File: src/rtl/vmx_pkg.sv
package vmx_pkg;
   typedef enum logic [1:0] {
      OPC_DIGITS = 2'd0,
      OPC_SAVE   = 2'd1,
      OPC_FILL   = 2'd2,
      OPC_RSVD   = 2'd3
   } opc_e;

   typedef enum logic [2:0] {
      ST_IDLE,
      ST_FETCH,
      ST_RUN,
      ST_DONE,
      ST_ERR
   } st_e;
endpackage

File: src/rtl/vmx_dec_split.sv
// Combinational binary to three unpacked decimal digits.
module vmx_dec_split #(
   parameter int DW       = 8,
   parameter int DIV_KIND = 1   // 0: plain divide, 1: reciprocal multiply
) (
   input  logic [DW-1:0] val_i,
   output logic [3:0]    hund_o,
   output logic [3:0]    tens_o,
   output logic [3:0]    ones_o
);
   if (DW != 8) begin : g_bad_dw
      $error("vmx_dec_split supports only DW == 8");
   end

   if (DIV_KIND == 0) begin : g_div
      logic [DW-1:0] tenths;
      assign tenths = val_i / DW'(10);
      assign hund_o = 4'(tenths / DW'(10));
      assign tens_o = 4'(tenths % DW'(10));
      assign ones_o = 4'(val_i % DW'(10));
   end else begin : g_recip
      // floor(v*205/2048) equals floor(v/10) for every v below 1029
      logic [15:0] tenths;
      logic [15:0] hundreds;
      assign tenths   = 16'((16'(val_i) * 16'd205) >> 11);
      assign hundreds = 16'((tenths * 16'd205) >> 11);
      assign hund_o   = 4'(hundreds);
      assign tens_o   = 4'(tenths - hundreds * 16'd10);
      assign ones_o   = 4'(16'(val_i) - tenths * 16'd10);
   end
endmodule

File: src/rtl/vmx_seq_ctrl.sv
// Operation sequencer: accepts a request, steps an element counter.
module vmx_seq_ctrl
   import vmx_pkg::*;
#(
   parameter int RW = 4,
   parameter int CW = (RW > 2) ? RW : 2
) (
   input  logic          clk,
   input  logic          rst_n,
   input  logic          start_i,
   input  logic [1:0]    op_i,
   input  logic [RW-1:0] xsel_i,
   output st_e           st_o,
   output opc_e          op_o,
   output logic [RW-1:0] x_o,
   output logic [CW-1:0] cnt_o,
   output logic          accept_o,
   output logic          finish_o
);
   st_e           st_q;
   opc_e          op_q;
   logic [RW-1:0] x_q;
   logic [CW-1:0] cnt_q;
   logic          last;

   assign last     = (op_q == OPC_DIGITS) ? (cnt_q == CW'(2)) : (cnt_q == CW'(x_q));
   assign accept_o = (st_q == ST_IDLE) && start_i;
   assign finish_o = (st_q == ST_RUN) && last;

   always_ff @(posedge clk) begin
      if (!rst_n) begin
         st_q  <= ST_IDLE;
         op_q  <= OPC_DIGITS;
         x_q   <= '0;
         cnt_q <= '0;
      end else begin
         case (st_q)
            ST_IDLE: begin
               if (start_i) begin
                  op_q  <= opc_e'(op_i);
                  x_q   <= xsel_i;
                  cnt_q <= '0;
                  case (opc_e'(op_i))
                     OPC_RSVD:   st_q <= ST_ERR;
                     OPC_DIGITS: st_q <= ST_FETCH;
                     default:    st_q <= ST_RUN;
                  endcase
               end
            end
            ST_FETCH: st_q <= ST_RUN;
            ST_RUN: begin
               if (last) st_q <= ST_DONE;
               else      cnt_q <= cnt_q + CW'(1);
            end
            default: st_q <= ST_IDLE;
         endcase
      end
   end

   assign st_o  = st_q;
   assign op_o  = op_q;
   assign x_o   = x_q;
   assign cnt_o = cnt_q;
endmodule

File: src/rtl/vmx_addr_gen.sv
// Base pointer capture, element address and updated pointer.
module vmx_addr_gen #(
   parameter int AW = 16,
   parameter int RW = 4,
   parameter int CW = 4
) (
   input  logic          clk,
   input  logic          rst_n,
   input  logic          accept_i,
   input  logic          finish_i,
   input  logic [AW-1:0] ibase_i,
   input  logic          compat_i,
   input  logic          block_i,
   input  logic [RW-1:0] x_i,
   input  logic [CW-1:0] cnt_i,
   output logic [AW-1:0] addr_o,
   output logic [AW-1:0] inext_o
);
   logic [AW-1:0] base_q;
   logic          compat_q;
   logic [AW-1:0] inext_q;

   always_ff @(posedge clk) begin
      if (!rst_n) begin
         base_q   <= '0;
         compat_q <= 1'b0;
         inext_q  <= '0;
      end else begin
         if (accept_i) begin
            base_q   <= ibase_i;
            compat_q <= compat_i;
         end
         if (finish_i) begin
            if (compat_q && block_i) inext_q <= base_q + AW'(x_i) + AW'(1);
            else                     inext_q <= base_q;
         end
      end
   end

   assign addr_o  = base_q + AW'(cnt_i);
   assign inext_o = inext_q;
endmodule

File: src/rtl/vm_xfer_engine.sv
module vm_xfer_engine
   import vmx_pkg::*;
#(
   parameter int AW       = 16,
   parameter int DW       = 8,
   parameter int NREGS    = 16,
   parameter int DIV_KIND = 1
) (
   input  logic                     clk,
   input  logic                     rst_n,
   input  logic                     start_i,
   input  logic [1:0]               op_i,
   input  logic [$clog2(NREGS)-1:0] xsel_i,
   input  logic [AW-1:0]            ibase_i,
   input  logic                     compat_i,
   output logic [$clog2(NREGS)-1:0] rf_addr_o,
   output logic                     rf_we_o,
   output logic [DW-1:0]            rf_wdata_o,
   input  logic [DW-1:0]            rf_rdata_i,
   output logic [AW-1:0]            mem_addr_o,
   output logic                     mem_we_o,
   output logic [DW-1:0]            mem_wdata_o,
   input  logic [DW-1:0]            mem_rdata_i,
   output logic                     busy_o,
   output logic                     done_o,
   output logic                     err_o,
   output logic [AW-1:0]            inext_o
);
   localparam int RW = $clog2(NREGS);
   localparam int CW = (RW > 2) ? RW : 2;

   if (NREGS < 2 || (1 << RW) != NREGS) begin : g_chk_nregs
      $error("NREGS must be a power of two of at least 2");
   end
   if (AW < RW) begin : g_chk_aw
      $error("AW must cover the register count");
   end
   if (DW != 8) begin : g_chk_dw
      $error("DW must be 8");
   end

   st_e           st;
   opc_e          op_q;
   logic [RW-1:0] x_q;
   logic [CW-1:0] cnt;
   logic          accept;
   logic          finish;
   logic          run;
   logic          run_digits;
   logic [DW-1:0] val_q;
   logic [3:0]    hund, tens, ones;
   logic [3:0]    digit;

   vmx_seq_ctrl #(.RW(RW), .CW(CW)) u_ctrl (
      .clk      (clk),
      .rst_n    (rst_n),
      .start_i  (start_i),
      .op_i     (op_i),
      .xsel_i   (xsel_i),
      .st_o     (st),
      .op_o     (op_q),
      .x_o      (x_q),
      .cnt_o    (cnt),
      .accept_o (accept),
      .finish_o (finish)
   );

   vmx_addr_gen #(.AW(AW), .RW(RW), .CW(CW)) u_addr (
      .clk      (clk),
      .rst_n    (rst_n),
      .accept_i (accept),
      .finish_i (finish),
      .ibase_i  (ibase_i),
      .compat_i (compat_i),
      .block_i  (op_q != OPC_DIGITS),
      .x_i      (x_q),
      .cnt_i    (cnt),
      .addr_o   (mem_addr_o),
      .inext_o  (inext_o)
   );

   vmx_dec_split #(.DW(DW), .DIV_KIND(DIV_KIND)) u_split (
      .val_i  (val_q),
      .hund_o (hund),
      .tens_o (tens),
      .ones_o (ones)
   );

   // capture the source register once, so the digits are stable for three writes
   always_ff @(posedge clk) begin
      if (!rst_n)               val_q <= '0;
      else if (st == ST_FETCH)  val_q <= rf_rdata_i;
   end

   always_comb begin
      case (cnt[1:0])
         2'd0:    digit = hund;
         2'd1:    digit = tens;
         default: digit = ones;
      endcase
   end

   assign run        = (st == ST_RUN);
   assign run_digits = run && (op_q == OPC_DIGITS);

   assign rf_addr_o   = (st == ST_FETCH) ? x_q : cnt[RW-1:0];
   assign rf_we_o     = run && (op_q == OPC_FILL);
   assign rf_wdata_o  = mem_rdata_i;
   assign mem_we_o    = run && (op_q != OPC_FILL);
   assign mem_wdata_o = (op_q == OPC_DIGITS) ? DW'(digit) : rf_rdata_i;

   assign busy_o = (st == ST_FETCH) || run;
   assign done_o = (st == ST_DONE);
   assign err_o  = (st == ST_ERR);
endmodule

File: config.mk
export PLATFORM = sky130hd
export DESIGN_NAME = vm_xfer_engine
export DESIGN_NICKNAME = d
export VERILOG_FILES = /design/src/rtl/vmx_pkg.sv /design/src/rtl/vmx_dec_split.sv /design/src/rtl/vmx_seq_ctrl.sv /design/src/rtl/vmx_addr_gen.sv /design/src/rtl/vm_xfer_engine.sv
export SDC_FILE = /design/constraint.sdc
export NUM_CORES = 1
export LEC_CHECK = 0
export CORE_MARGIN = 5
export CORE_UTILIZATION = 33
export CTS_CLUSTER_SIZE = 16
export DETAILED_ROUTE_END_ITERATION = 10
export PLACE_DENSITY_LB_ADDON = 0.12
export SLEW_MARGIN = 20
export SYNTH_ARGS = -nofsm -noshare
export SYNTH_HDL_FRONTEND = slang
export SYNTH_HIERARCHICAL = 1
export SYNTH_SLANG_ARGS = --single-unit
File: constraint.sdc
create_clock -name clk -period 9.5 [get_ports clk]
set_input_delay 2.375 -clock clk [delete_from_list [all_inputs] [get_ports clk]]
set_output_delay 2.375 -clock clk [all_outputs]
set_load 0.005 [all_outputs]
### After elaboration in Yosys (flattened, before gate mapping)

Cells that the tools add are included.

* output and inout port bits: 57
* register bits after elaboration: 54
* logic and storage cells: 58

* multiply operators: 4
* reductions and logical operators: 15
* muxes and demuxes: 12
* eq/ne operators: 13
* add/subtract/negate cells: 6

Operators by type and width (count)
* $add A16 B4 Y16: 2
* $add A16 B1 Y16 const B: 1
* $mul A8 B8 Y16 const B: 1
* $mux W16: 1
* $pmux W4 S2: 2
* $mul A5 B8 Y13 const B: 1
* $mux W4: 3
* $mul A5 B3 Y3 const B: 2
* $pmux W3 S3: 1
* $mux W8: 1
* $sub A4 B4 Y4: 2
* $eq A3 B2 Y1 const B: 2
* $logic_not A2 Y1: 3
* $mux W3: 2
* $ne A2 B2 Y1 const B: 3
* $pmux W3 S2: 1
* $logic_and A1 B1 Y1: 5
* $add A4 B1 Y4 const B: 1
* $eq A2 B2 Y1 const B: 2
* $eq A4 B2 Y1 const B: 1
* $eq A4 B4 Y1: 1
* $reduce_and A2 Y1: 2
* $reduce_bool A2 Y1: 2
* $eq A3 B1 Y1 const B: 1
* 7 further kinds: 7

### Logic depth before layout (Yosys ltp)

* depth in word-level cells: 6
* mapped depth: 31
* depth with buffers taken out: 31

### Modules after synthesis

The synthesis kept the hierarchy.

By module, submodules not included
* vmx_addr_gen: cells an instance 225, times used 1, area an instance 1984.4 um^2
* vmx_dec_split: cells an instance 203, times used 1, area an instance 1844.3 um^2
* vm_xfer_engine: cells an instance 82, times used 1, area an instance 695.7 um^2
* vmx_seq_ctrl: cells an instance 85, times used 1, area an instance 691.9 um^2

### Worst setup path before layout

OpenSTA, ideal clock, no wires.

* path type: reg-to-output
* from: register val_q[2]
* to: output mem_wdata_o[3]
* data required time: 7125 ps
* data arrival time: 6828 ps
* slack: 297 ps
* stages on the path, launching flop included: 31
* path through: dfxtp_1 ha_1 fa_1 fa_1 inv_1 fa_1 inv_1 ha_1 and3_1 or3_1 o22ai_1 o31ai_1 o221a_2 nor3_1 ha_1 inv_1 fa_1 inv_1 ha_1 a2111oi_0 nand2_1 o22ai_2 xnor2_1 xor2_1 ha_1 inv_1 fa_1 xnor2_1 xnor2_1 mux2i_1 o211ai_1

* longest elaborated chain between the ends: 6

Ends and longest elaborated chain
* start, declared: RTL line vm_xfer_engine.sv:50 `logic [DW-1:0] val_q;`
* start signal, assigned: RTL line vm_xfer_engine.sv:92 `else if (st == ST_FETCH) val_q <= rf_rdata_i;`
* $mul A8 B8 Y16: RTL line vmx_dec_split.sv:25 `assign tenths = 16'((16'(val_i) * 16'd205) >> 11);`
* $mul A5 B8 Y13: RTL line vmx_dec_split.sv:26 `assign hundreds = 16'((tenths * 16'd205) >> 11);`
* named net hund[0]: RTL line vm_xfer_engine.sv:51 `logic [3:0] hund, tens, ones;`
* $mul A5 B3 Y3: RTL line vmx_dec_split.sv:28 `assign tens_o = 4'(tenths - hundreds * 16'd10);`
* $sub A4 B4 Y4: RTL line vmx_dec_split.sv:28
* named net tens[3]: RTL line vm_xfer_engine.sv:51
* $pmux W4 S2: RTL line vm_xfer_engine.sv:96 `case (cnt[1:0])`
* $mux W8: RTL line vm_xfer_engine.sv:110 `assign mem_wdata_o = (op_q == OPC_DIGITS) ? DW'(digit) : rf_rdata_i;`
* end, declared: RTL line vm_xfer_engine.sv:22 `output logic [DW-1:0] mem_wdata_o,`

The timed path passes the listed nets, and every way through them passes these cells.

### Worst setup path after layout

* from: register val_q[1]
* to: output mem_wdata_o[3]

The elaborated chain is that of the path after synthesis.

==> metrics.txt <==
Final Max Slew Viols 0; worst stage delay on the critical path ~0.5 ns; cts bufs inserted 5; Max Fclk roughly 110 MHz; routed via count ~4500; DRC marker count from the first detailed-route iteration about 200; Core Rows 46; Initial DRT Pass Iterations 4; die width between 100 and 150 µm; Simple-Gate Fraction of Synth Area between 10% and 20%; most common cell after layout, fill and taps aside clkdlybuf4s50_1; delay-heaviest family, CP adder cells; pwr/cell area ~94 mW/mm²; Clock Latency Late Sink about 0.30 ns; Seq/Total Area, Yosys around a fifth; Util after Layout about 44%; switching part of the total 30.9%; Core ar. about 0.016 mm²; Unique masters post-synth 76; unrepaired setup endpoints after global routing true; RePlAce Congestion ~0.87; Slew HR ~40%; Hold Fails Final Rpt 0; max-cap violations 0; setup tns final 0 ns; DR WL/cell roughly 15 µm; CP Buf/Inv Count 6; Critical Path AT a little over 7 ns; grt total ovfl 0; CTS tree built; clk buf depth 2; Initial Util approximately 33%; number of global-route vias before repair ~4500; Worst-Margin Slew ~0.90 ns; placed cell area about 0.0065 mm²; minimum clock period approximately 9.5 ns; CP startpoint kind flip-flop; Die Ht about 140 µm; CTS H-tree lvls 2; diode count 0; top post-synthesis cells by area dfxtp_1 21%, ha_1 18%, mux2i_1 6.7%; post-layout net count 853; Final Non-Filler Cells 935; pin count of the biggest net entering global routing 40; Layout fillers 1520; post-synthesis xor/xnor area fraction 7.05%; leakage ~3.1 nW; number of synthesized register bits between 50 and 60; Async S/R FF share, synth 0%; Yosys top cell by area dfxtp_1; DRC Markers 0; clock network fraction of total power a little under 30%; post-synthesis adder-cell area fraction 24.6%; GRT Overall Usage between 10% and 20%; first-pass GRT wire length around 23 mm; Port Buffers just over 80; Comb power frac between 30% and 40%; initial antenna violation count 0; ys flop type dfxtp_1; WP data required about 7.1 ns; clk_skew about 0.0044 ns; post-DP HPWL 11.2 mm; Final ANT Viol Nets 0; WS Path Type flip-flop to primary output; share of layout cells above drive strength 1 20.9%; Hold Crit Class flip-flop to flip-flop; CP max FO 4; CP max-delay cell fa_1; number of synthesized flops with an enable pin 0; Sw Pwr roughly 0.20 mW; area occupied by registers roughly 0.0011 mm²; I/O pins 99; via/cell ratio approximately 4.8; Pint roughly 0.45 mW; Synth Area in Compound Gates between 10 and 15%; # setup viols final 0; Yosys top cell area share a little over 20%; status finished clean; Sequential Power Share just over 40%; Gate Count Post-Synth 595; fin area about 0.007 mm²; Avg Cell Area, Syn 8.77 µm²; P&R area growth vs syn 34.0%; worst vdd ir between 70 and 80 µV; area occupied by multi-input gates 0.00396 mm²; die area approximately 0.018 mm²; Mapped Area 0.00522 mm²; Worst-path clk slew ~0.07 ns; mux contribution to synthesized area 8.01%; Worst path most repeated cell ha_1; largest family of logic cells by synthesized area adder cells; Syn. warnings 6; CTS root buffer clkbuf_16; # placed instances 911; Post-Route WL approximately 14 mm; fin crit share ~100%; TritonCTS Sinks 54; Crit. End Element primary output; commonest non-fill, non-tap cells in the layout 78 x clkdlybuf4s50_1, 64 x buf_4, 63 x ha_1
## path summary, 6_finish.rpt
check / start / cells after the start / endpoint / slack, ns
setup / recovery: val_q[1]$_SDFFE_PN0P_ / 31 / mem_wdata_o[3] / 0.05
hold reg to reg: u_addr/inext_o[2]$_SDFFE_PN0P_ / 2 / u_addr/inext_o[2]$_SDFFE_PN0P_ / 0.50
hold / removal: u_addr/inext_o[2]$_SDFFE_PN0P_ / 2 / u_addr/inext_o[2]$_SDFFE_PN0P_ / 0.50
setup reg to reg: u_ctrl/cnt_o[1]$_SDFFE_PN0P_ / 7 / u_addr/inext_o[3]$_SDFFE_PN0P_ / 6.55
## layout make-up
cell class / instances / area share, %
clock buffer: 6 / 1.99
timing repair buffer: 148 / 18.8
sequential: 54 / 15.6
tap: 216 / 3.87
clock inverter: 2 / 0.179
inverter: 56 / 3.01
multi-input combinational: 453 / 56.6
## worst min-delay path, delay by kind of cell (launching register included)
| family | cells | cell delay (ns) |
|---|---|---|
| multiplexers | 1 | 0.06 |
| AND/OR/NAND/NOR | 1 | 0.07 |
| flip-flops | 1 | 0.33 |
## synthesized netlist by cell type (all sizes together), types with 3 or more instances
cell type / instances
ha: 77
nand2b: 6
dfxtp: 54
nand3: 7
nor3b: 4
mux2: 5
o21ai: 26
and3: 4
xor2: 17
a2111oi: 3
xnor2: 25
o211ai: 8
a21o: 5
clkbuf: 12
buf: 20
and2: 4
nor4: 4
or3: 4
nor3: 5
nor2b: 7
a211oi: 9
mux2i: 35
o21a: 3
inv: 56
nand4: 9
nand4bb: 3
a31oi: 4
nand2: 57
a21oi: 33
fa: 16
nor2: 43
## registers in the layout, indices dropped and copies added, names as in the netlist
name             cells
u_ctrl/st_o          3
u_ctrl/op_o          2
u_ctrl/cnt_o         4
u_addr/inext_o      16
val_q                8
u_addr/base_q       16
u_ctrl/x_o           4
u_addr/compat_q      1
## per-layer routing
layer	track usage, %	wire length, µm	vias to the layer above
met5	0	0	-
met4	3.92	280	0
met3	2.53	532	18
met2	25.1	6550	81
met1	20.8	6760	2087
li1	-	-	2304
## kinds of logic after synthesis
kind of cell,Yosys count
compound gates,109
xor+xnor,42
fa+ha+maj,93
buf+inv,89
flops,54
mux,40
other cells,1
simple gates,167
## power by group through the flow
stage / clock, mW / combinational, mW / sequential (mW)
3_3_place_gp: 0 / 0.190 / 0.271
2_1_floorplan: 0 / 0.119 / 0.260
6_report: 0.189 / 0.199 / 0.267
5_1_grt: 0.207 / 0.220 / 0.270
4_1_cts: 0.196 / 0.200 / 0.267
3_5_place_dp: 0 / 0.192 / 0.272
## stage by stage
stage                     hold slack [ns]  setup slack, ns  power [mW]
final                               0.499           0.0476       0.655
after CTS                           0.506          -0.0301       0.662
after global routing                0.527           -0.307       0.697
after detailed placement            0.485           -0.509       0.464
after global placement              0.486           -0.314       0.461
after floorplan                     0.472            0.297       0.379
## timing repair
action | in CTS | in global routing
pin swaps | 29 | 10
hold buffers | 0 | 0
setup buffers | 13 | 3
resized for setup | 41 | 23
endpoints found under the hold margin | 0 | 0
endpoints found under the setup margin | 4 | 4
Note: power is estimated with default switching activity, not from simulation.
